$ cat src/rtl/conv_sched_pkg.sv
package conv_sched_pkg;

  typedef enum logic [1:0] {
    OWN_IDLE = 2'd0,
    OWN_INJ  = 2'd1,
    OWN_REG  = 2'd2
  } owner_e;

  // Strobes from control to datapath, valid for one cycle.
  typedef struct packed {
    logic flush;       // global enable low: drop all work
    logic injLoad;     // latch a new priority mask
    logic injAdvance;  // current priority channel finished
    logic regDone;     // background conversion finished
    logic regLatch;    // sample background channel select
  } sched_strobe_t;

endpackage

$ cat src/rtl/conv_sched_ctrl.sv
module conv_sched_ctrl
  import conv_sched_pkg::*;
#(
  parameter int NCH = 8,
  localparam int CHW = $clog2(NCH)
) (
  input  logic          clk,
  input  logic          rstN,
  input  logic          filtEn,
  input  logic          injSwReq,
  input  logic          injTrig,
  input  logic          injMaskAny,
  input  logic          regSwReq,
  input  logic          regCont,
  input  logic          dataDone,
  input  logic          injPendAny,
  input  logic          chanOk,
  input  logic [CHW-1:0] activeChan,
  output sched_strobe_t st,
  output owner_e        owner,
  output logic          convStart
);

  logic regPend, regContQ;
  owner_e prevOwner;
  logic [CHW-1:0] prevChan;
  logic prevDone;
  logic doneOk;

  // Priority decode: pending priority work always wins the filter.
  always_comb begin
    if (!filtEn)         owner = OWN_IDLE;
    else if (injPendAny) owner = OWN_INJ;
    else if (regPend)    owner = OWN_REG;
    else                 owner = OWN_IDLE;
  end

  assign doneOk = dataDone && chanOk && (owner != OWN_IDLE);

  always_comb begin
    st.flush      = !filtEn;
    st.injLoad    = filtEn && (injSwReq || injTrig) && injMaskAny && !injPendAny;
    st.injAdvance = doneOk && (owner == OWN_INJ);
    st.regDone    = doneOk && (owner == OWN_REG);
    st.regLatch   = filtEn && regSwReq;
  end

  always_ff @(posedge clk or negedge rstN) begin
    if (!rstN) begin
      regPend  <= 1'b0;
      regContQ <= 1'b0;
    end else if (st.flush) begin
      regPend  <= 1'b0;
      regContQ <= 1'b0;
    end else if (st.regLatch) begin
      regPend  <= 1'b1;
      regContQ <= regCont;
    end else if (st.regDone && !regContQ) begin
      regPend  <= 1'b0;
    end
  end

  always_ff @(posedge clk or negedge rstN) begin
    if (!rstN) begin
      prevOwner <= OWN_IDLE;
      prevChan  <= '0;
      prevDone  <= 1'b0;
    end else begin
      prevOwner <= owner;
      prevChan  <= activeChan;
      prevDone  <= doneOk;
    end
  end

  // New owner, new channel, or a fresh run after completion: restart the filter.
  assign convStart = (owner != OWN_IDLE) &&
                     ((owner != prevOwner) || (activeChan != prevChan) || prevDone);

  a_r9_disable_idles: assert property (@(posedge clk) disable iff (!rstN)
    !filtEn |=> (owner == OWN_IDLE));

  a_r3_trig_no_reg: assert property (@(posedge clk) disable iff (!rstN)
    (!regPend && !regSwReq) |=> !regPend);

  a_r8_stall_holds: assert property (@(posedge clk) disable iff (!rstN)
    ((owner == OWN_REG) && !chanOk && filtEn) |=> regPend);

endmodule

$ cat src/rtl/conv_sched_dp.sv
module conv_sched_dp
  import conv_sched_pkg::*;
#(
  parameter int NCH = 8,
  localparam int CHW = $clog2(NCH)
) (
  input  logic           clk,
  input  logic           rstN,
  input  sched_strobe_t  st,
  input  owner_e         owner,
  input  logic [NCH-1:0] injMask,
  input  logic [CHW-1:0] regSel,
  input  logic [NCH-1:0] chanEn,
  input  logic           injEocClr,
  input  logic           regEocClr,
  output logic           injPendAny,
  output logic [CHW-1:0] activeChan,
  output logic           chanOk,
  output logic           injEoc,
  output logic           regEoc
);

  logic [NCH-1:0] injRemain, injNext;
  logic [CHW-1:0] injChan, regChanQ;

  // Lowest set bit of the remaining mask.
  always_comb begin
    injChan = '0;
    for (int i = NCH - 1; i >= 0; i--) begin
      if (injRemain[i]) injChan = CHW'(i);
    end
  end

  assign injNext    = injRemain & ~(NCH'(1) << injChan);
  assign injPendAny = |injRemain;
  assign activeChan = (owner == OWN_REG) ? regChanQ : injChan;
  assign chanOk     = chanEn[activeChan];

  always_ff @(posedge clk or negedge rstN) begin
    if (!rstN)              injRemain <= '0;
    else if (st.flush)      injRemain <= '0;
    else if (st.injLoad)    injRemain <= injMask;
    else if (st.injAdvance) injRemain <= injNext;
  end

  always_ff @(posedge clk or negedge rstN) begin
    if (!rstN)            regChanQ <= '0;
    else if (st.regLatch) regChanQ <= regSel;
  end

  always_ff @(posedge clk or negedge rstN) begin
    if (!rstN) begin
      injEoc <= 1'b0;
      regEoc <= 1'b0;
    end else begin
      if (st.injAdvance && (injNext == '0)) injEoc <= 1'b1;
      else if (injEocClr)                   injEoc <= 1'b0;
      if (st.regDone)                       regEoc <= 1'b1;
      else if (regEocClr)                   regEoc <= 1'b0;
    end
  end

  a_r12_inj_no_restart: assert property (@(posedge clk) disable iff (!rstN)
    (injPendAny && !st.flush && !st.injAdvance) |=> $stable(injRemain));

  a_r10_inj_eoc_sticky: assert property (@(posedge clk) disable iff (!rstN)
    (injEoc && !injEocClr) |=> injEoc);

  a_r10_reg_eoc_sticky: assert property (@(posedge clk) disable iff (!rstN)
    (regEoc && !regEocClr) |=> regEoc);

endmodule

$ cat src/rtl/conv_sched.sv
module conv_sched
  import conv_sched_pkg::*;
#(
  parameter int NCH = 8,
  localparam int CHW = $clog2(NCH)
) (
  input  logic           clk,
  input  logic           rstN,
  input  logic           filtEn,
  input  logic [NCH-1:0] chanEn,
  input  logic           injSwReq,
  input  logic           injTrig,
  input  logic [NCH-1:0] injMask,
  input  logic           regSwReq,
  input  logic           regCont,
  input  logic [CHW-1:0] regSel,
  input  logic           dataDone,
  input  logic           injEocClr,
  input  logic           regEocClr,
  output logic           busyInj,
  output logic           busyReg,
  output logic [CHW-1:0] activeChan,
  output logic           convStart,
  output logic           convStall,
  output logic           injEoc,
  output logic           regEoc
);

  sched_strobe_t st;
  owner_e owner;
  logic injPendAny, chanOk;

  conv_sched_ctrl #(.NCH(NCH)) ctrl_i (
    .clk(clk), .rstN(rstN), .filtEn(filtEn),
    .injSwReq(injSwReq), .injTrig(injTrig), .injMaskAny(|injMask),
    .regSwReq(regSwReq), .regCont(regCont), .dataDone(dataDone),
    .injPendAny(injPendAny), .chanOk(chanOk), .activeChan(activeChan),
    .st(st), .owner(owner), .convStart(convStart)
  );

  conv_sched_dp #(.NCH(NCH)) dp_i (
    .clk(clk), .rstN(rstN), .st(st), .owner(owner),
    .injMask(injMask), .regSel(regSel), .chanEn(chanEn),
    .injEocClr(injEocClr), .regEocClr(regEocClr),
    .injPendAny(injPendAny), .activeChan(activeChan), .chanOk(chanOk),
    .injEoc(injEoc), .regEoc(regEoc)
  );

  assign busyInj   = (owner == OWN_INJ);
  assign busyReg   = (owner == OWN_REG);
  assign convStall = (owner != OWN_IDLE) && !chanOk;

endmodule

$ cat config.mk
export PLATFORM = sky130hd
export DESIGN_NAME = conv_sched
export DESIGN_NICKNAME = d
export VERILOG_FILES = /design/src/rtl/conv_sched_pkg.sv /design/src/rtl/conv_sched_ctrl.sv /design/src/rtl/conv_sched_dp.sv /design/src/rtl/conv_sched.sv
export SDC_FILE = /design/constraint.sdc
export NUM_CORES = 1
export LEC_CHECK = 0
export ABC_AREA = 1
export BUFFER_PORTS_ARGS = -buffer_cell sky130_fd_sc_hd__buf_4
export CAP_MARGIN = 15
export CORE_MARGIN = 2
export CORE_UTILIZATION = 35
export CTS_BUF_LIST = sky130_fd_sc_hd__clkbuf_4
export DETAILED_ROUTE_END_ITERATION = 8
export PLACE_DENSITY = 0.68
export SETUP_SLACK_MARGIN = 0.15
export SYNTH_ARGS = -nofsm -noshare
export SYNTH_HDL_FRONTEND = slang
export SYNTH_HIERARCHICAL = 1
export SYNTH_SLANG_ARGS = --single-unit
$ cat constraint.sdc
create_clock -name clk -period 3 [get_ports clk]
set_input_delay 0.15 -clock clk [delete_from_list [all_inputs] [get_ports clk]]
set_output_delay 0.15 -clock clk [all_outputs]
set_load 0.005 [all_outputs]
==> results of run 1 <==
==> stage by stage <==
| step | util | worst slack [ns] | instance area, um^2 |
|---|---|---|---|
| after detailed placement | 0.470 | 0.0420 | 1730 |
| after floorplan | - | 0.174 | 1360 |
| final | 0.516 | 0.361 | 1900 |
| after global routing | 0.516 | 0.135 | 1900 |
| after global placement | 0.470 | 0.146 | 1730 |
| after CTS | 0.491 | 0.166 | 1810 |
==> cell families (layout without fill, tap and decap cells) <==
family	count (synthesis)	in the layout	synth area share
DFF	21	21	0.387
buffers and inverters	50	106	0.138
xor gates and xnor gates	1	1	0.00645
and+or+nand+nor	94	94	0.310
AOI/OAI and AO/OA	31	31	0.134
muxes	3	3	0.0249
==> registers in the layout, indices dropped and copies added (netlist names) <==
| register | flops |
|---|---|
| ctrl_i/regPend | 1 |
| ctrl_i/regContQ | 1 |
| dp_i/regChanQ | 3 |
| ctrl_i/prevDone | 1 |
| ctrl_i/prevOwner | 2 |
| dp_i/injEoc | 1 |
| ctrl_i/prevChan | 3 |
| dp_i/injRemain | 8 |
| dp_i/regEoc | 1 |
==> worst min path at each step <==
stage,cells past startpoint,endpoint,slack [ns],startpoint
2_1_floorplan,0,ctrl_i/prevChan[0],-0.15,rstN
3_3_place_gp,1,ctrl_i/prevChan[1],0.05,rstN
3_5_place_dp,1,ctrl_i/prevChan[0],0.05,rstN
4_1_cts,3,ctrl_i/regContQ,0.06,regCont
5_1_grt,3,ctrl_i/regContQ,0.04,regCont
6_report,3,ctrl_i/regContQ,0.06,regCont
==> worst reg2reg max path, stage by stage (launching register included) <==
cell and delay, ns:
dfrtp_1 0.40, inv_2 0.08, nand2_2 0.08, nor3_4 0.19, nand2_2 0.12, nor2_4 0.10, inv_1 0.07, nor2_4 0.16
inv_2 0.08, nand3_4 0.09, nand2_4 0.08, nand2_1 0.06, nand3_1 0.06, nand2_1 0.08, nand2_1 0.06, nand2_2 0.08
nand2_2 0.08, nor2_4 0.12, nor2_1 0.06, nor2_1 0.16, buf_4 0.15, o211ai_1 0.10, o21ai_1 0.10
==> final cells by class <==
| type | instances | area (um^2) |
|---|---|---|
| inverter | 50 | 188 |
| timing repair buffer | 52 | 400 |
| fill | 379 | 1780 |
| sequential | 21 | 526 |
| clock inverter | 1 | 5.00 |
| multi-input combinational | 129 | 703 |
| tap | 48 | 60.1 |
| clock buffer | 3 | 22.5 |
==> where the power goes <==
group / switching (uW) / total [uW] / internal [uW] / leakage (uW)
Clock: 88.6 / 138 / 49.9 / 0.0000177
Combinational: 793 / 1390 / 592 / 0.000749
Sequential: 43.0 / 396 / 353 / 0.000278
==> metal layers <==
layer | vias to the layer above | part of all wire | wire length (um)
met2 | 37 | 0.49 | 1640
met1 | 633 | 0.43 | 1420
met4 | 0 | 0.018 | 59
li1 | 732 | - | -
met5 | - | 0 | 0
met3 | 8 | 0.060 | 199
==> synthesized netlist by cell type (2+ instances only) <==
library cell / n / area share
nand2_1: 46 / 0.13
inv_1: 44 / 0.12
nor2_1: 22 / 0.061
dfrtp_1: 21 / 0.39
nand3_1: 14 / 0.052
o21ai_0: 14 / 0.052
inv_2: 5 / 0.014
o211ai_1: 4 / 0.022
a21oi_1: 3 / 0.011
mux2_2: 3 / 0.025
nand2_2: 3 / 0.014
o21ai_1: 3 / 0.011
o22ai_1: 3 / 0.014
nand3_2: 2 / 0.015
nor3_1: 2 / 0.0074
o21bai_1: 2 / 0.011
==> what timing repair did <==
| item | 4_1_cts | 5_1_grt |
|---|---|---|
| hold endpoints to repair | 24 | 0 |
| pin swaps | 1 | 12 |
| setup endpoints to repair | 9 | 10 |
| hold buffers | 4 | 0 |
| gates resized for setup | 2 | 22 |
| buffers inserted | 0 | 6 |
==> results.md, run 1 <==
- Status: finished clean
- Initial antenna violation count: 0
- Slew at the pin with the worst max-slew slack: 0.479 ns
- Routed vias/inst: 4.64
- Most frequent cells in the layout: 48 x buf_4, 41 x nand2_1, 40 x inv_1, 21 x dfrtp_1, 19 x nor2_1
- Setup TNS: 0 ns
- Post-synthesis sequential area ratio: 0.387
- Number of synthesized flops with an enable pin: 0
- Area Overhead vs Synth: 40.1%
- Max Clk Rate: 0.379 GHz
- ANT cells: 0
- I/O Pins: 38
- TritonCTS clock tree: yes
- Largest net degree at the start of global routing: 22
- Vias in the first global route: 1,278
- Seq cells post-synth: 21
- Asr flop ratio synth: 1.00
- Worst vdd rail ir drop: 355 uV
- Routing usage on met1: 0.183
- Met3 usage: 0.0358
- Delay-heaviest family, CP: simple AND/OR/NAND/NOR gates
- WHS: 0.0621 ns
- Final worst-path cycle share: 0.880
- Crit path DAT: 2.87 ns
- Synth Warn #: 6
- Crit path cell chain: inv_2 -> nand2_2 -> nor3_4 -> nand2_2 -> nor2_4 -> inv_1 -> nor2_4 -> inv_2 -> nand3_4 -> nand2_4 -> nand2_1 -> nand3_1 -> nand2_1 -> nand2_1 -> nand2_2 -> nand2_2 -> nor2_4 -> nor2_1 -> nor2_1 -> buf_4 -> o211ai_1 -> o21ai_1
- Crit path depth: 22
- Final hold vios: 0
- Most common cell after layout, fill and taps aside: buf_4
- DIE HEIGHT: 66.3 um
- TritonCTS buffer count: 3
- Slew Limit Headroom: 0.680
- Worst R2R Path Depth: 22
- Core Box Area: 3690 um^2
- Total GRT Usage: 0.158
- Buffers on Ports: 37
- WS Path Type: register to register
- Crit-path max FO: 8
- CP max-delay cell: dfrtp_1
- Slew Viols, Final: 0
- Crit path top cell by count: nand2_2
- WP buf/inv: 4
- Post-Syn Instances: 200
- First-pass GRT wire length: 5330 um
- Clock tree sinks: 21
- H-tree Lvls: 1
- Syn avg cell area: 6.79 um^2
- Synth cell types: 25
- Clock Tree Root: clkbuf_4
- Post-DP HPWL: 2520 um
- Lkg Pwr: 0.00104 uW
- Cell Pwr Density: 1010 nW/um^2
- Slowest stage delay, CP: 0.40 ns
- GRT met2 Usage: 0.279
- Syn nets: 229
- Fraction of layout cells with a size suffix above 1: 0.328
- Clock Skew: 0.00794 ns
- Die area: 4400 um^2
- Tmin final: 2.64 ns
- Req. time, crit path: 3.23 ns
- Final setup viols: 0
- Grt ovf: 0
- GP Congestion: 0.862
- Post-DR wirelength/cell: 10.9 um
- Max-Cap Viols: 0
- Worst r2r dst: dp_i/injRemain[6]
- Routed wire length: 3320 um
- Nets@finish: 286
- Final Non-Filler Cells: 304
- Global route hottest layer: met2
- Drt pass-1 iters: 4
- Critical Path Source: dp_i/injRemain[6]
- Crit path capture type: register
- R2r setup slk: 0.36 ns
- Die width: 66.3 um
- Crit path to: dp_i/injRemain[6]
- Starting Density: 0.368
- Hold Path Class: input pin to register
- Drt first-iter violations: 62
- Clock slew at reported path FFs: 0.12 ns
- Ys flop type: dfrtp_1
- Worst-skew pair later-pin latency: 0.31 ns
- FF-to-FF Start: dp_i/injRemain[6]
- Number of instances in the placed design: 290
- RSZ-0062 raised after global routing: yes
- DRT antenna net count: 0
- Synthesized cell area: 1360 um^2
- Pwr Total: 1920 uW
- Vias: 1,410
- Std-Cell Rows: 22
- DRC viols: 0
- CP Launch Type: register
- Deepest clock path buffer count: 2
Power figures use the tool's default switching activity.
==> run 2: changes to the inputs <==
==> constraint.sdc (replaced) <==
create_clock -name clk -period 3.2 [get_ports clk]
set_input_delay 0.16 -clock clk [delete_from_list [all_inputs] [get_ports clk]]
set_output_delay 0.16 -clock clk [all_outputs]
set_load 0.005 [all_outputs]
==> run 2 against run 1 <==
  * Via count is 4.5% lower
  * Clock power fell by 9%
  * Count of clock-buffer cells in the layout unchanged
  * Global-route usage fell by 0.35 points
  * Critical path type unchanged
  * Critical endpoint is now dp_i/injRemain[4]
==> results.md, run 2 (synthesized netlist as in run 1, its figures left out) <==
- TritonCTS clock tree: yes (unchanged)
- WP buf/inv: 3 (was 4)
- WS Path Type: register to register (unchanged)
- Std-Cell Rows: 22 (unchanged)
- Slowest stage delay, CP: 0.49 ns (was 0.40 ns)
- Setup TNS: 0 ns (unchanged)
- Crit path cell chain: nor3_4 -> nand2_2 -> nand2_2 -> inv_2 -> nor2_4 -> inv_1 -> nand3_2 -> nand2_4 -> nand2_1 -> nand3_1 -> nand2_1 -> nand2_1 -> nand2_2 -> nand2_2 -> nor2_2 -> nor2_1 -> nor2_1 -> buf_4 -> o21ai_0 -> o22ai_1 (was inv_2 -> nand2_2 -> nor3_4 -> nand2_2 -> nor2_4 -> inv_1 -> nor2_4 -> inv_2 -> nand3_4 -> nand2_4 -> nand2_1 -> nand3_1 -> nand2_1 -> nand2_1 -> nand2_2 -> nand2_2 -> nor2_4 -> nor2_1 -> nor2_1 -> buf_4 -> o211ai_1 -> o21ai_1)
- Hold Path Class: input pin to register (unchanged)
- Regs by FF count: dp_i/injRemain (8), ctrl_i/prevChan (3), dp_i/regChanQ (3) (unchanged)
- Clock slew at reported path FFs: 0.12 ns (about the same)
- Delay-heaviest family, CP: simple AND/OR/NAND/NOR gates (unchanged)
- Tmin final: 2.74 ns (was 2.64 ns)
- Deepest clock path buffer count: 2 (unchanged)
- Clock tree sinks: 21 (unchanged)
- DRC viols: 0 (unchanged)
- Core Box Area: 3690 um^2 (unchanged)
- Most common cell after layout, fill and taps aside: inv_1 (was buf_4)
- Most flops, register: dp_i/injRemain (unchanged)
- Worst-skew pair later-pin latency: 0.30 ns (was 0.31 ns)
- RSZ-0062 raised after global routing: no (was yes)
- Slew Limit Headroom: 0.676 (was 0.680)
- Nets@finish: 278 (was 286)
- Req. time, crit path: 3.43 ns (was 3.23 ns)
- Final worst-path cycle share: 0.857 (was 0.880)
- Status: finished clean (unchanged)
- Cell Pwr Density: 875 nW/um^2 (was 1010 nW/um^2)
- First-pass GRT wire length: 5300 um (was 5330 um)
- Worst vdd rail ir drop: 268 uV (was 355 uV)
- Drt pass-1 iters: 4 (unchanged)
- Final core occ: 0.495 (was 0.516)
- Vias: 1,347 (was 1,410)
- Post-DR wirelength/cell: 10.5 um (was 10.9 um)
- Pwr Total: 1600 uW (was 1920 uW)
- TritonCTS buffer count: 3 (unchanged)
- Grt ovf: 0 (unchanged)
- CP max-delay cell: dfrtp_1 (unchanged)
- H-tree Lvls: 1 (unchanged)
- Vias in the first global route: 1,248 (was 1,278)
- Crit path DAT: 2.97 ns (was 2.87 ns)
- DP Area: 1710 um^2 (was 1730 um^2)
- Filler instances: 379 (unchanged)
- DIE HEIGHT: 66.3 um (unchanged)
- Total GRT Usage: 0.155 (was 0.158)
- Routed wire length: 3090 um (was 3320 um)
- GP Congestion: 0.827 (was 0.862)
- Drt first-iter violations: 48 (was 62)
- Max Clk Rate: 0.365 GHz (was 0.379 GHz)
- Flip-flop count of the largest register after layout: 8 (unchanged)
- Area Overhead vs Synth: 34.4% (was 40.1%)
- Fraction of layout cells with a size suffix above 1: 0.282 (was 0.328)
- DRT antenna net count: 0 (unchanged)
- Clock Skew: 0.00586 ns (was 0.00794 ns)
- CP Launch Type: register (unchanged)
- Slew Viols, Final: 0 (unchanged)
- Post-DP HPWL: 2420 um (was 2520 um)
- Max-Cap Viols: 0 (unchanged)
- I/O Pins: 38 (unchanged)
- Initial antenna violation count: 0 (unchanged)
- Starting Density: 0.368 (unchanged)
- Fin area: 1830 um^2 (was 1900 um^2)
- Crit path capture type: register (unchanged)
- Crit path top cell by count: nand2_2 (unchanged)
- Die area: 4400 um^2 (unchanged)
- Routed vias/inst: 4.55 (was 4.64)
- Clock Tree Root: clkbuf_4 (unchanged)
- Slew at the pin with the worst max-slew slack: 0.485 ns (was 0.479 ns)
- WHS: 0.0847 ns (was 0.0621 ns)
- Most frequent cells in the layout: 43 x inv_1, 42 x nand2_1, 40 x buf_4, 21 x dfrtp_1, 20 x nor2_1 (was 48 x buf_4, 41 x nand2_1, 40 x inv_1, 21 x dfrtp_1, 19 x nor2_1)
- Die width: 66.3 um (unchanged)
- Largest net degree at the start of global routing: 22 (unchanged)
- Crit-path max FO: 8 (unchanged)
- Buffers on Ports: 37 (unchanged)
- Final setup viols: 0 (unchanged)
- Final hold vios: 0 (unchanged)
- ANT cells: 0 (unchanged)
- Lkg Pwr: 0.00100 uW (was 0.00104 uW)
-- run 2: changes by cell type in the layout (fill, tap and decap cells not counted), sizes merged --
cell  previous run  this run
buf             48        40
-- run 2: what timing repair did --
action	in CTS	in global routing
setup buffers	0	1
endpoints found under the setup margin	7	11
endpoints found under the hold margin	21	3
gates resized for setup	2	9
hold buffers	1	3
pin swaps	0	1
-- run 2: area by class of cell --
type                    count  area (um^2)  area share
clock buffers               3         22.5      0.0123
clock inverters             1         5.00     0.00274
inverters                  50          188       0.103
multi-input cells         129          686       0.375
flip-flops and latches     21          526       0.288
well taps                  48         60.1      0.0329
repair buffers             44          340       0.186
-- run 2: routing by layer --
metal  wire length, um  vias to the layer above  global-route usage
li1                  -                      718                   -
met1              1400                      594               0.191
met2              1520                       33               0.278
met3               156                        2              0.0273
met4                19                        0              0.0383
met5                 0                        -                   0
-- run 2: where the power goes --
part	internal [uW]	switching (uW)
clock	46.5	79.2
sequential	331	40.6
combinational	438	663
-- run 2: worst register-to-register path: cells and delay by family (launching register included) --
| kind | cells | cell delay (ns) |
|---|---|---|
| simple gates | 15 | 1.63 |
| flops | 1 | 0.49 |
| buf+inv | 3 | 0.31 |
| compound gates | 2 | 0.24 |
-- run 2: stage by stage --
stage | std cells | setup WS, ns
finish | 296 | 0.458
global route | 296 | 0.133
CTS | 292 | 0.225
detailed placement | 287 | 0.0565
global placement | 287 | 0.148
floorplan | 200 | 0.374
-- run 2: final timing paths --
path                                    from                  to  slack, ns  depth (start not counted)
max                        dp_i/injRemain[4]   dp_i/injRemain[4]       0.46                         20
min                                  regCont     ctrl_i/regContQ       0.08                          3
max reg2reg                dp_i/injRemain[4]   dp_i/injRemain[4]       0.46                         20
min reg2reg                      dp_i/injEoc         dp_i/injEoc       0.52                          2
max in group asynchronous               rstN   dp_i/injRemain[5]       2.70                          2
min in group asynchronous               rstN  ctrl_i/prevChan[0]       0.28                          2
